[src/rtl/atten_pkg.sv]
// Package: shared defaults for the split attenuation controller.
// Assumes one attenuation step is 3 dB and a coarse step is eight fine steps.
package atten_pkg;
    localparam int SAMPLE_W_DEF   = 12;
    localparam int CODE_W_DEF     = 5;
    localparam int FINE_STEPS_DEF = 8;
    localparam int MAX_CODE_DEF   = 23;
    localparam int SHIFT_PER_DEF  = 4;
endpackage

[src/rtl/atten_code_split.sv]
// Clamps the attenuation setting to MAX_CODE, then splits it into a fine
// (analog) remainder and a coarse (digital) quotient.
// Assumes MAX_CODE fits in CODE_W bits.
module atten_code_split #(
    parameter int CODE_W     = 5,
    parameter int FINE_STEPS = 8,
    parameter int MAX_CODE   = 23,
    localparam int FINE_W    = $clog2(FINE_STEPS),
    localparam int COARSE_N  = (MAX_CODE / FINE_STEPS) + 1,
    localparam int COARSE_W  = (COARSE_N > 1) ? $clog2(COARSE_N) : 1
) (
    input  logic [CODE_W-1:0]   code_i,
    output logic [FINE_W-1:0]   fine_o,
    output logic [COARSE_W-1:0] coarse_o
);
    localparam logic [CODE_W-1:0] MAX_C = CODE_W'(MAX_CODE);

    logic [CODE_W-1:0] clamped;

    // Limit out-of-range settings and derive remainder and quotient.
    always_comb begin
        clamped  = (code_i > MAX_C) ? MAX_C : code_i;
        fine_o   = FINE_W'(int'(clamped) % FINE_STEPS);
        coarse_o = COARSE_W'(int'(clamped) / FINE_STEPS);
    end
endmodule

[src/rtl/atten_coarse_shift.sv]
// Applies the coarse digital attenuation as an arithmetic right shift of
// step * SHIFT_PER bits. Rounds toward negative infinity and keeps the sign.
// Assumes step_i never exceeds COARSE_N-1; larger values use the deepest step.
module atten_coarse_shift #(
    parameter int DATA_W    = 12,
    parameter int COARSE_N  = 3,
    parameter int COARSE_W  = 2,
    parameter int SHIFT_PER = 4
) (
    input  logic signed [DATA_W-1:0] sample_i,
    input  logic [COARSE_W-1:0]      step_i,
    output logic signed [DATA_W-1:0] sample_o
);
    logic signed [DATA_W-1:0] cand [COARSE_N];

    // One pre-shifted candidate per coarse step.
    for (genvar g = 0; g < COARSE_N; g++) begin : g_step
        assign cand[g] = sample_i >>> (g * SHIFT_PER);
    end

    // Select the candidate for the requested step, saturating the index.
    always_comb begin
        sample_o = cand[COARSE_N-1];
        for (int k = 0; k < COARSE_N; k++) begin
            if (int'(step_i) == k) sample_o = cand[k];
        end
    end
endmodule

[src/rtl/atten_out_reg.sv]
// Output register stage: captures sample, analog code and mute together on
// each valid input cycle and holds them otherwise. Under mute the sample is
// replaced by zero. Synchronous active-low reset.
module atten_out_reg #(
    parameter int DATA_W = 12,
    parameter int FINE_W = 3
) (
    input  logic                     clk,
    input  logic                     rst_n,
    input  logic                     valid_i,
    input  logic                     mute_i,
    input  logic signed [DATA_W-1:0] sample_i,
    input  logic [FINE_W-1:0]        fine_i,
    output logic                     valid_o,
    output logic signed [DATA_W-1:0] sample_o,
    output logic [FINE_W-1:0]        fine_o,
    output logic                     mute_o
);
    // Strobe follows the input strobe by one clock.
    always_ff @(posedge clk) begin
        if (!rst_n) valid_o <= 1'b0;
        else        valid_o <= valid_i;
    end

    // Settings and data move only with a valid sample.
    always_ff @(posedge clk) begin
        if (!rst_n) begin
            sample_o <= '0;
            fine_o   <= '0;
            mute_o   <= 1'b0;
        end else if (valid_i) begin
            sample_o <= mute_i ? '0 : sample_i;
            fine_o   <= fine_i;
            mute_o   <= mute_i;
        end
    end
endmodule

[src/rtl/atten_split_ctrl.sv]
// Top: split analog/digital output attenuation controller.
// Fine 3 dB steps leave as ana_code; whole coarse steps are applied to the
// sample word. One clock of latency; settings sampled with each valid sample.
module atten_split_ctrl #(
    parameter int SAMPLE_W   = atten_pkg::SAMPLE_W_DEF,
    parameter int CODE_W     = atten_pkg::CODE_W_DEF,
    parameter int FINE_STEPS = atten_pkg::FINE_STEPS_DEF,
    parameter int MAX_CODE   = atten_pkg::MAX_CODE_DEF,
    parameter int SHIFT_PER  = atten_pkg::SHIFT_PER_DEF,
    localparam int FINE_W    = $clog2(FINE_STEPS)
) (
    input  logic                       clk,
    input  logic                       rst_n,
    input  logic [CODE_W-1:0]          atten_code,
    input  logic                       mute_in,
    input  logic                       in_valid,
    input  logic signed [SAMPLE_W-1:0] in_sample,
    output logic                       out_valid,
    output logic signed [SAMPLE_W-1:0] out_sample,
    output logic [FINE_W-1:0]          ana_code,
    output logic                       mute_out
);
    localparam int COARSE_N = (MAX_CODE / FINE_STEPS) + 1;
    localparam int COARSE_W = (COARSE_N > 1) ? $clog2(COARSE_N) : 1;

    logic [FINE_W-1:0]          fine;
    logic [COARSE_W-1:0]        coarse;
    logic signed [SAMPLE_W-1:0] scaled;

    atten_code_split #(
        .CODE_W     (CODE_W),
        .FINE_STEPS (FINE_STEPS),
        .MAX_CODE   (MAX_CODE)
    ) u_split (
        .code_i   (atten_code),
        .fine_o   (fine),
        .coarse_o (coarse)
    );

    atten_coarse_shift #(
        .DATA_W    (SAMPLE_W),
        .COARSE_N  (COARSE_N),
        .COARSE_W  (COARSE_W),
        .SHIFT_PER (SHIFT_PER)
    ) u_shift (
        .sample_i (in_sample),
        .step_i   (coarse),
        .sample_o (scaled)
    );

    atten_out_reg #(
        .DATA_W (SAMPLE_W),
        .FINE_W (FINE_W)
    ) u_oreg (
        .clk      (clk),
        .rst_n    (rst_n),
        .valid_i  (in_valid),
        .mute_i   (mute_in),
        .sample_i (scaled),
        .fine_i   (fine),
        .valid_o  (out_valid),
        .sample_o (out_sample),
        .fine_o   (ana_code),
        .mute_o   (mute_out)
    );
endmodule

[config.mk]
export PLATFORM = sky130hd
export DESIGN_NAME = atten_split_ctrl
export DESIGN_NICKNAME = d
export VERILOG_FILES = /design/src/rtl/atten_pkg.sv /design/src/rtl/atten_code_split.sv /design/src/rtl/atten_coarse_shift.sv /design/src/rtl/atten_out_reg.sv /design/src/rtl/atten_split_ctrl.sv
export SDC_FILE = /design/constraint.sdc
export NUM_CORES = 1
export LEC_CHECK = 0
export BUFFER_PORTS_ARGS = -buffer_cell sky130_fd_sc_hd__buf_2
export CAP_MARGIN = 40
export CELL_PAD_IN_SITES_DETAIL_PLACEMENT = 0
export CELL_PAD_IN_SITES_GLOBAL_PLACEMENT = 1
export CORE_ASPECT_RATIO = 0.7
export CORE_MARGIN = 1
export CORE_UTILIZATION = 33
export CTS_BUF_LIST = sky130_fd_sc_hd__clkbuf_2
export CTS_CLUSTER_DIAMETER = 200
export DETAILED_ROUTE_END_ITERATION = 8
export PLACE_DENSITY = 0.85
export RECOVER_POWER = 50
export SLEW_MARGIN = 20
export SYNTH_ARGS = -nofsm -noshare
export SYNTH_HDL_FRONTEND = slang
export SYNTH_SLANG_ARGS = --single-unit
[constraint.sdc]
create_clock -name clk -period 1.2 [get_ports clk]
set_clock_uncertainty 0.2 [all_clocks]
set_input_delay 0.12 -clock clk [delete_from_list [all_inputs] [get_ports clk]]
set_output_delay 0.12 -clock clk [all_outputs]
set_load 0.01 [all_outputs]
==> impl_metrics.tcl, run 1 <==
set metrics [dict create \
    peakVddDrop_mv 0.592 \
    clockRootBuffer "clkbuf_2" \
    status "finished, final reports clean" \
    synth_xor_area_share_pct 0 \
    final_common_cell "buf_2" \
    synth-seq-cells 17 \
    grt_start_max_net_pins 14 \
    htree_num_levels 1 \
    drtAntennaViolNets 0 \
    muxShareOfSynthArea_pct 10.6 \
    p_leak_nw 0.510 \
    dieArea_mm2 0.00261 \
    num_vias 841 \
    r2r_start "u_oreg.sample_o[4]$_SDFFE_PN0P_" \
    clockBufferDepth 2 \
    dpl.hpwl_um 1610 \
    synth_nets 108 \
    finalCritPeriodShare_pct 97.1 \
    synth.distinct_cells 20 \
    holdPathStages 3 \
    finalPower_mw 1.13 \
    rsz0062_at_grt "no" \
    hold_class "input pin to flop" \
    diodes 0 \
    synth_compound_area_share_pct 27.1 \
    nets 163 \
    r2r_slack_ps 210 \
    worstSetupEndpointType "flop" \
    track_usage_pct 18.6 \
    yosysTopAreaCell "dfxtp_1" \
    synth_top_family_by_area "compound AO/OA/AOI/OAI gates" \
    cap_violations 0 \
    die_h_um 43.1 \
    critPathKind "input pin to flop" \
    synthSimpleGateAreaFrac_pct 14.8 \
    slew_headroom_pct 82.5 \
    netlist.area_leader.share_pct 42.8 \
    post_cts.repair.setup_buffers 0 \
    worstReg2RegEnd "u_oreg.sample_o[4]$_SDFFE_PN0P_" \
    setup_viol 0 \
    slew_viol_final 0 \
    grt_pass1_vias 813 \
    cts_tree "yes" \
    whs_ps 28.0 \
    synth_warnings 0 \
    syn_area_um2 795 \
    hold_viol 0 \
    fin_tns_setup_ps 0 \
    coreArea_mm2 0.00221 \
    yosysSeqAreaShare_pct 42.8 \
    holdCritStartpoint "in_valid" \
    synth_adder_area_share_pct 0 \
    wl_um 2160 \
    holdPathEnd "u_oreg.valid_o$_SDFF_PN0_" \
    syn2layout_area_growth_pct 47.6 \
    final_cell_mix "buf_2, a21oi_1, dlygate4sd3_1, dfxtp_1, nand2_1" \
    grt_first_pass_wirelength_um 3520 \
    gp_congestion 0.770 \
    clock-sinks 17 \
    syn-instance-count 87 \
    worstRegToRegCells 2 \
    tightest_slew_ps 254 \
    p_per_area_mw_per_mm2 961 \
    timing.fmax_mhz 859 \
    layout_min_cycle_time_ps 1160 \
    worstPathRequired_ps 1220 \
    pin_count 38 \
    wl_per_cell_um 12.5 \
    crit_fanout 4 \
    yosys-top-cells-area "dfxtp_1, a21oi_1, a221oi_2" \
    insertion_delay_ps 280 \
    dr.first_iter.drc_count 30 \
    startpoint_type "input pin" \
    drtPass1Iterations 4 \
    path_clk_slew_ps 150 \
    row_count 14 \
    die_w_um 60.6 \
    io_buffer_count 37 \
    drive_above_1_share_pct 39.0 \
    drc 0 \
    gr-total-overflow 0 \
    post_synth.cell_area_avg_um2 9.13 \
    antenna_found_initial 0 \
    vias_per_cell 4.86 \
    cts-buffers-inserted 3 \
    initial_core_util_pct 36.0 \
    cp.arrival_ps 1190 \
]
-- cell type report --
| type | count | area [µm²] |
|---|---|---|
| Timing Repair Buffer | 54 | 339 |
| Clock buffer | 4 | 20.0 |
| Multi-Input combinational cell | 63 | 417 |
| Tap cell | 32 | 40.0 |
| Sequential cell | 17 | 345 |
| Fill cell | 231 | 1030 |
| Inverter | 3 | 11.3 |
-- layer usage --
layer | vias up | track usage [%] | routed length (µm)
li1 | 424 | - | -
met1 | 380 | 23.8 | 983
met2 | 33 | 28.8 | 990
met3 | 4 | 7.32 | 169
met4 | 0 | 5.45 | 20
met5 | - | 0 | 0
-- synth_stat cells, drive strengths merged --
cell,instances
nand4b,3
a21oi,14
o21a,1
nand2,12
mux2,3
nor2,4
buf,4
a221oi,4
a22oi,1
o21ai,8
dfxtp,17
mux2i,5
and2b,1
nand3,3
nor2b,1
inv,3
a31oi,3
-- registers in the layout, indices dropped and copies added, names as in the netlist --
register	count
u_oreg.fine_o	3
u_oreg.mute_o	1
u_oreg.sample_o	12
u_oreg.valid_o	1
-- report_power, final --
part           leakage (nW)  switching [mW]  internal (mW)
Sequential            0.141          0.0147          0.595
Clock                0.0166           0.171         0.0883
Combinational         0.353           0.131          0.126
Total                 0.510           0.317          0.809
-- through the flow --
step / std cells / util [%] / setup WS [ps] / cell area, µm²
after floorplan: 87 / - / 197 / 795
after global placement: 156 / 46.4 / 48.0 / 1020
after detailed placement: 156 / 46.4 / 5.28 / 1020
after CTS: 172 / 52.7 / 37.2 / 1160
after global routing: 173 / 53.1 / 4.89 / 1170
final: 173 / 53.1 / 35.3 / 1170
-- how the worst max path moves through the flow --
| stage | slack, ps | cells past startpoint | to | startpoint |
|---|---|---|---|---|
| after floorplan | 200 | 4 | u_oreg.sample_o[2]$_SDFFE_PN0P_ | atten_code[3] |
| after global placement | 50 | 4 | u_oreg.sample_o[6]$_SDFFE_PN0P_ | mute_in |
| after detailed placement | 5 | 4 | u_oreg.sample_o[6]$_SDFFE_PN0P_ | mute_in |
| after CTS | 40 | 4 | u_oreg.sample_o[4]$_SDFFE_PN0P_ | rst_n |
| after global routing | 5 | 1 | out_sample[4] | u_oreg.sample_o[4]$_SDFFE_PN0P_ |
| final | 40 | 4 | u_oreg.sample_o[2]$_SDFFE_PN0P_ | mute_in |
-- cells by family (layout without fill, tap and decap cells) --
logic type,count (synthesis),count (layout)
mux,8,8
compound gates,31,31
flops,17,17
buf+inv,7,61
simple gates,24,24
-- worst max-delay path, stage by stage --
cell and delay (ps):
buf_2 110, dlygate4sd3_1 590, nand4b_1 180, a31oi_1 200
-- timing repair --
item | in CTS | in global routing
hold buffers | 12 | 2
endpoints found under the setup margin | 0 | 8
endpoints found under the hold margin | 14 | 3
gates resized for setup | 0 | 4
Note: power is estimated with default switching activity, not from simulation.
==> run 2, diff against run 1 <==
--- a/config.mk
+++ b/config.mk
@@ -15,7 +15,7 @@
 export CTS_BUF_LIST = sky130_fd_sc_hd__clkbuf_2
 export CTS_CLUSTER_DIAMETER = 200
 export DETAILED_ROUTE_END_ITERATION = 8
-export PLACE_DENSITY = 0.85
+export PLACE_DENSITY = 0.83
 export RECOVER_POWER = 50
 export SLEW_MARGIN = 20
 export SYNTH_ARGS = -nofsm -noshare
==> run 2 against run 1 <==
Against the previous run: sequential power is essentially flat; register-to-register slack hardly changed; final cell count is 0.58% higher; clock-buffer cell count unchanged.
==> impl_metrics.tcl, run 2 (synthesized netlist as in run 1, its figures left out) <==
set metrics [dict create \
    status "finished, final reports clean" \
    io_buffer_count 37 \
    syn2layout_area_growth_pct 49.9 \
    row_count 14 \
    finalCritPeriodShare_pct 97.5 \
    die_h_um 43.1 \
    reg_top3 "u_oreg.sample_o: 12 flops, u_oreg.fine_o: 3 flops" \
    timing.fmax_mhz 855 \
    final_core_util_pct 54.0 \
    dp_slack_ps 24.8 \
    crit_fanout 2 \
    wl_per_cell_um 13.3 \
    antenna_found_initial 0 \
    peakVddDrop_mv 0.439 \
    p_per_area_mw_per_mm2 971 \
    hold_class "input pin to flop" \
    cts_tree "yes" \
    regMostFlops "u_oreg.sample_o" \
    wl_um 2310 \
    grt_first_pass_wirelength_um 3640 \
    fin_ws_ps 30.4 \
    drive_above_1_share_pct 43.7 \
    nets 164 \
    htree_num_levels 1 \
    critPathKind "input pin to flop" \
    dr.first_iter.drc_count 9 \
    cp.arrival_ps 1190 \
    tightest_slew_ps 236 \
    gp_congestion 0.800 \
    diodes 0 \
    clockRootBuffer "clkbuf_2" \
    slew_viol_final 0 \
    grt_start_max_net_pins 14 \
    insertion_delay_ps 300 \
    largest_reg_flops 12 \
    p_leak_nw 0.532 \
    cts-buffers-inserted 3 \
    hold_viol 0 \
    gr-total-overflow 0 \
    slew_headroom_pct 83.8 \
    num_vias 863 \
    final_common_cell "buf_2" \
    dieArea_mm2 0.00261 \
    grt_pass1_vias 783 \
    final_cell_mix "buf_2, a21oi_1, dlygate4sd3_1, nand2_1, dfxtp_1" \
    whs_ps 8.48 \
    drtAntennaViolNets 0 \
    drtPass1Iterations 4 \
    cap_violations 0 \
    setup_viol 0 \
    startpoint_type "input pin" \
    vias_per_cell 4.96 \
    worstPathRequired_ps 1220 \
    dpl.hpwl_um 1590 \
    layout_min_cycle_time_ps 1170 \
    fillCellCount 230 \
    die_w_um 60.6 \
    worstSetupEndpointType "flop" \
    initial_core_util_pct 36.0 \
    track_usage_pct 19.1 \
    clock-sinks 17 \
    clockBufferDepth 2 \
    path_clk_slew_ps 180 \
    coreArea_mm2 0.00221 \
    pin_count 38 \
    drc 0 \
]
-- run 2: changes by cell type in the layout (fill, tap and decap cells not counted), moves of 2 or more --
cell / change
o21ai_0: +2
clkbuf_1: -3
buf_2: +2
o21ai_1: -2
-- run 2: metal layers --
layer | vias up | routed length [µm] | GRT usage (%)
li1 | 426 | - | -
met1 | 407 | 1080 | 26.5
met2 | 30 | 1090 | 28.8
met3 | 0 | 138 | 7.01
met4 | 0 | 0 | 2.73
met5 | - | 0 | 0
-- run 2: layout make-up --
type	instances	area (µm²)	area share, %
Tap cell	32	40.0	3.36
Multi-Input combinational cell	63	420	35.3
Inverter	3	11.3	0.945
Timing Repair Buffer	55	353	29.6
Sequential cell	17	347	29.1
Clock buffer	4	20.0	1.68
-- run 2: repair_timing --
action | in CTS | in global routing
endpoints found under the setup margin | 0 | 10
resized for setup | 0 | 8
buffers inserted | 0 | 0
endpoints found under the hold margin | 15 | 0
hold buffers | 14 | 0
-- run 2: critical path, cell delays in order --
cell and delay (ps):
dlygate4sd3_1 530, buf_2 130, mux2_4 260, nand3_2 70
a31oi_1 80
-- run 2: path summary, 6_finish.rpt --
path	startpoint	end	slack (ps)	cells past startpoint
max	in_sample[6]	u_oreg.sample_o[2]$_SDFFE_PN0P_	30	5
min	in_sample[4]	u_oreg.sample_o[4]$_SDFFE_PN0P_	8	3
max reg2reg	u_oreg.sample_o[4]$_SDFFE_PN0P_	u_oreg.sample_o[4]$_SDFFE_PN0P_	200	2
min reg2reg	u_oreg.sample_o[8]$_SDFFE_PN0P_	u_oreg.sample_o[8]$_SDFFE_PN0P_	260	2
-- run 2: per-stage QoR --
| stage | total power, mW | area (µm²) | setup TNS [ps] | std cells |
|---|---|---|---|---|
| 2_1_floorplan | 0.747 | 795 | 0 | 87 |
| 3_3_place_gp | 0.841 | 1020 | 0 | 156 |
| 3_5_place_dp | 0.846 | 1020 | 0 | 156 |
| 4_1_cts | 1.15 | 1180 | 0 | 174 |
| 5_1_grt | 1.21 | 1190 | -0.217 | 174 |
| 6_report | 1.16 | 1190 | 0 | 174 |
-- run 2: power breakdown --
| part | switching (mW) | internal, mW | total, mW |
|---|---|---|---|
| sequential | 0.0149 | 0.595 | 0.610 |
| clock | 0.193 | 0.0883 | 0.281 |
| combinational | 0.134 | 0.131 | 0.265 |
| total | 0.341 | 0.815 | 1.16 |
==> run 3, diff against run 2 <==
--- a/config.mk
+++ b/config.mk
@@ -5,17 +5,18 @@
 export SDC_FILE = /design/constraint.sdc
 export NUM_CORES = 1
 export LEC_CHECK = 0
+export ABC_AREA = 1
 export BUFFER_PORTS_ARGS = -buffer_cell sky130_fd_sc_hd__buf_2
 export CAP_MARGIN = 40
 export CELL_PAD_IN_SITES_DETAIL_PLACEMENT = 0
 export CELL_PAD_IN_SITES_GLOBAL_PLACEMENT = 1
 export CORE_ASPECT_RATIO = 0.7
 export CORE_MARGIN = 1
-export CORE_UTILIZATION = 33
+export CORE_UTILIZATION = 31
 export CTS_BUF_LIST = sky130_fd_sc_hd__clkbuf_2
 export CTS_CLUSTER_DIAMETER = 200
 export DETAILED_ROUTE_END_ITERATION = 8
-export PLACE_DENSITY = 0.83
+export PLACE_DENSITY = 0.82
 export RECOVER_POWER = 50
 export SLEW_MARGIN = 20
 export SYNTH_ARGS = -nofsm -noshare
==> run 3 against run 2 <==
Against the previous run: highest routed layer is now met4; fmax is 0.52% lower; synthesized cell count is 38% higher; clock power fell by 7.1%; sequential power decreased by 0.7%; clock-buffer cell count did not move; register-to-register slack better by 160 ps; non-clock buffer count shrank 3; total power is 3.5% lower; final area decreased by 0.74%; die area increased by 8.4%.
==> impl_metrics.tcl, run 3 <==
set metrics [dict create \
    status "finished, final reports clean" \
    largest_reg_flops 12 \
    dieArea_mm2 0.00283 \
    synth_compound_area_share_pct 17.9 \
    yosysMostFrequentCell "nand2_1" \
    grt_first_pass_wirelength_um 3360 \
    die_h_um 44.8 \
    initial_core_util_pct 32.8 \
    slew_viol_final 0 \
    track_usage_pct 15.2 \
    final_common_cell "nand2_1" \
    swShare_pct 28.8 \
    slowest_delay_ps 630 \
    dpl.hpwl_um 1500 \
    startpoint_type "input pin" \
    comb_power_share_pct 22.3 \
    io_buffer_count 37 \
    p_per_area_mw_per_mm2 943 \
    internal_power_uw 795 \
    fillCellCount 270 \
    critPathKind "input pin to flop" \
    holdPathStages 5 \
    timing.fmax_mhz 851 \
    crit_chain "clkbuf_1 -> dlygate4sd3_1 -> a21oi_1 -> nand2_1 -> a21oi_1" \
    final_cell_mix "nand2_1, buf_2, dfxtp_1, a21oi_1, dlygate4sd3_1" \
    holdCritStartpoint "in_sample[9]" \
    r2r_slack_ps 360 \
    synth_edf_count 0 \
    cts-buffers-inserted 3 \
    grt_pass1_vias 800 \
    synthSimpleGateAreaFrac_pct 30.5 \
    seq_area_um2 340 \
    syn2layout_area_growth_pct 45.6 \
    drtAntennaViolNets 0 \
    drc 0 \
    crit_path_top_delay_cell "dlygate4sd3_1" \
    tightest_slew_ps 252 \
    synth_adder_area_share_pct 0 \
    vias_per_cell 4.46 \
    ys_top_cells_by_count "nand2_1, dfxtp_1, a21oi_1" \
    worstSetupEndpointType "flop" \
    cts_tree "yes" \
    synth.distinct_cells 16 \
    diodes 0 \
    htree_num_levels 1 \
    gp_congestion 0.864 \
    peakVddDrop_mv 0.524 \
    synth_nets 141 \
    dr.first_iter.drc_count 26 \
    async_flop_share_pct 0 \
    drive_above_1_share_pct 27.7 \
    multi_input_area_um2 395 \
    synth_xor_area_share_pct 0 \
    hold_viol 0 \
    drtPass1Iterations 4 \
    slew_headroom_pct 83.2 \
    switchingPower_uw 321 \
    p_leak_nw 0.595 \
    finalPower_mw 1.12 \
    synth-seq-cells 17 \
    nets 195 \
    yosysTopAreaCell "dfxtp_1" \
    fin_ws_ps 24.3 \
    syn_area_um2 812 \
    num_vias 924 \
    layout_min_cycle_time_ps 1180 \
    syn-instance-count 120 \
    crit_fanout 4 \
    p_seq_share_pct 54.4 \
    insertion_delay_ps 290 \
    post_cts.repair.setup_buffers 0 \
    cp.arrival_ps 1210 \
    path_clk_slew_ps 150 \
    finalCritPeriodShare_pct 98.0 \
    muxShareOfSynthArea_pct 0 \
    row_count 15 \
    pwr-share-clk_pct 23.4 \
    worstRegToRegCells 2 \
    synth_top_family_by_area "simple AND/OR/NAND/NOR gates" \
    clockBufferDepth 2 \
    clockRootBuffer "clkbuf_2" \
    die_w_um 63.2 \
    antenna_found_initial 0 \
    clock-sinks 17 \
    setup_viol 0 \
    yosysSeqAreaShare_pct 41.9 \
    regMostFlops "u_oreg.sample_o" \
    path_common_cell "a21oi_1" \
    hold_class "input pin to flop" \
    yosys-top-cells-area "dfxtp_1, nand2_1, a21oi_1" \
    synth_warnings 0 \
    holdPathEnd "u_oreg.sample_o[1]$_SDFFE_PN0P_" \
    netlist.area_leader.share_pct 41.9 \
    grt_start_max_net_pins 16 \
    fin_tns_setup_ps 0 \
    dp_slack_ps 108 \
    wl_um 2050 \
    worstPathRequired_ps 1240 \
    gr-total-overflow 0 \
    worstReg2RegEnd "u_oreg.fine_o[0]$_SDFFE_PN0P_" \
    rsz0062_at_grt "no" \
    coreArea_mm2 0.00248 \
    pin_count 38 \
    reg_top3 "u_oreg.sample_o: 12 flops, u_oreg.fine_o: 3 flops" \
    synth_flop_cell "dfxtp_1" \
    post_synth.cell_area_avg_um2 6.77 \
    r2r_start "u_oreg.fine_o[0]$_SDFFE_PN0P_" \
    cap_violations 0 \
    wl_per_cell_um 9.91 \
]
-- run 3: changes by cell type after synthesis, sizes merged, moves of 2 or more --
cell / change
nand2: +36
nand3: +4
a21oi: +4
inv: +12
a221oi: -4
buf: -2
mux2i: -5
mux2: -3
a31oi: -3
nand4b: -3
-- run 3: per-stage QoR --
| stage | hold slack, ps | instances | cell area (µm²) | util [%] |
|---|---|---|---|---|
| after floorplan | 13.5 | 120 | 812 | - |
| after CTS | 4.54 | 207 | 1190 | 47.9 |
| after detailed placement | 180 | 189 | 1030 | 41.5 |
| after global placement | 175 | 189 | 1030 | 41.5 |
| after global routing | 16.0 | 207 | 1180 | 47.7 |
| final | 20.2 | 207 | 1180 | 47.7 |
-- run 3: worst max-delay path, delay by kind of cell --
kind / cells / cell delay, ps
AO/OA/AOI/OAI: 2 / 260
buffers and inverters: 2 / 750
AND/OR/NAND/NOR: 1 / 80
-- run 3: metal layers --
layer / global-route usage, % / routed length [µm] / share of wire (%)
met1: 19.2 / 1030 / 50
met2: 25.6 / 892 / 43
met3: 5.30 / 122 / 5.9
met4: 2.73 / 4 / 0.19
met5: 0 / 0 / 0
-- run 3: what timing repair did --
item / 4_1_cts / 5_1_grt
gates resized for setup: 0 / 1
endpoints found under the hold margin: 10 / 0
setup endpoints to repair: 0 / 1
hold buffers: 14 / 0
-- run 3: how the worst max path moves through the flow --
stage / slack [ps] / cells past startpoint / start / endpoint
after floorplan: 230 / 7 / atten_code[3] / u_oreg.sample_o[10]$_SDFFE_PN0P_
after detailed placement: 110 / 6 / atten_code[3] / u_oreg.sample_o[9]$_SDFFE_PN0P_
after global routing: 10 / 5 / atten_code[4] / u_oreg.sample_o[2]$_SDFFE_PN0P_
final: 20 / 5 / atten_code[4] / u_oreg.sample_o[2]$_SDFFE_PN0P_
after global placement: 120 / 6 / atten_code[3] / u_oreg.sample_o[9]$_SDFFE_PN0P_
after CTS: 70 / 5 / atten_code[4] / u_oreg.sample_o[2]$_SDFFE_PN0P_
-- run 3: power groups by stage --
stage	Clock, mW	Sequential [mW]	Combinational (mW)
finish	0.261	0.606	0.249
global route	0.299	0.610	0.277
CTS	0.274	0.606	0.253
detailed placement	0	0.618	0.218
global placement	0	0.617	0.216
floorplan	0	0.632	0.114
-- run 3: logic make-up after synthesis --
family                 Yosys count
AOI/OAI and AO/OA               26
buffers and inverters           18
DFF                             17
and+or+nand+nor                 59
-- run 3: final cells by class --
class                   instances  share of cell area [%]
multi-input cells              85                    33.4
inverters                      15                    4.97
repair buffers                 52                    27.5
clock buffers                   4                    1.69
flip-flops and latches         17                    28.8
well taps                      34                    3.60
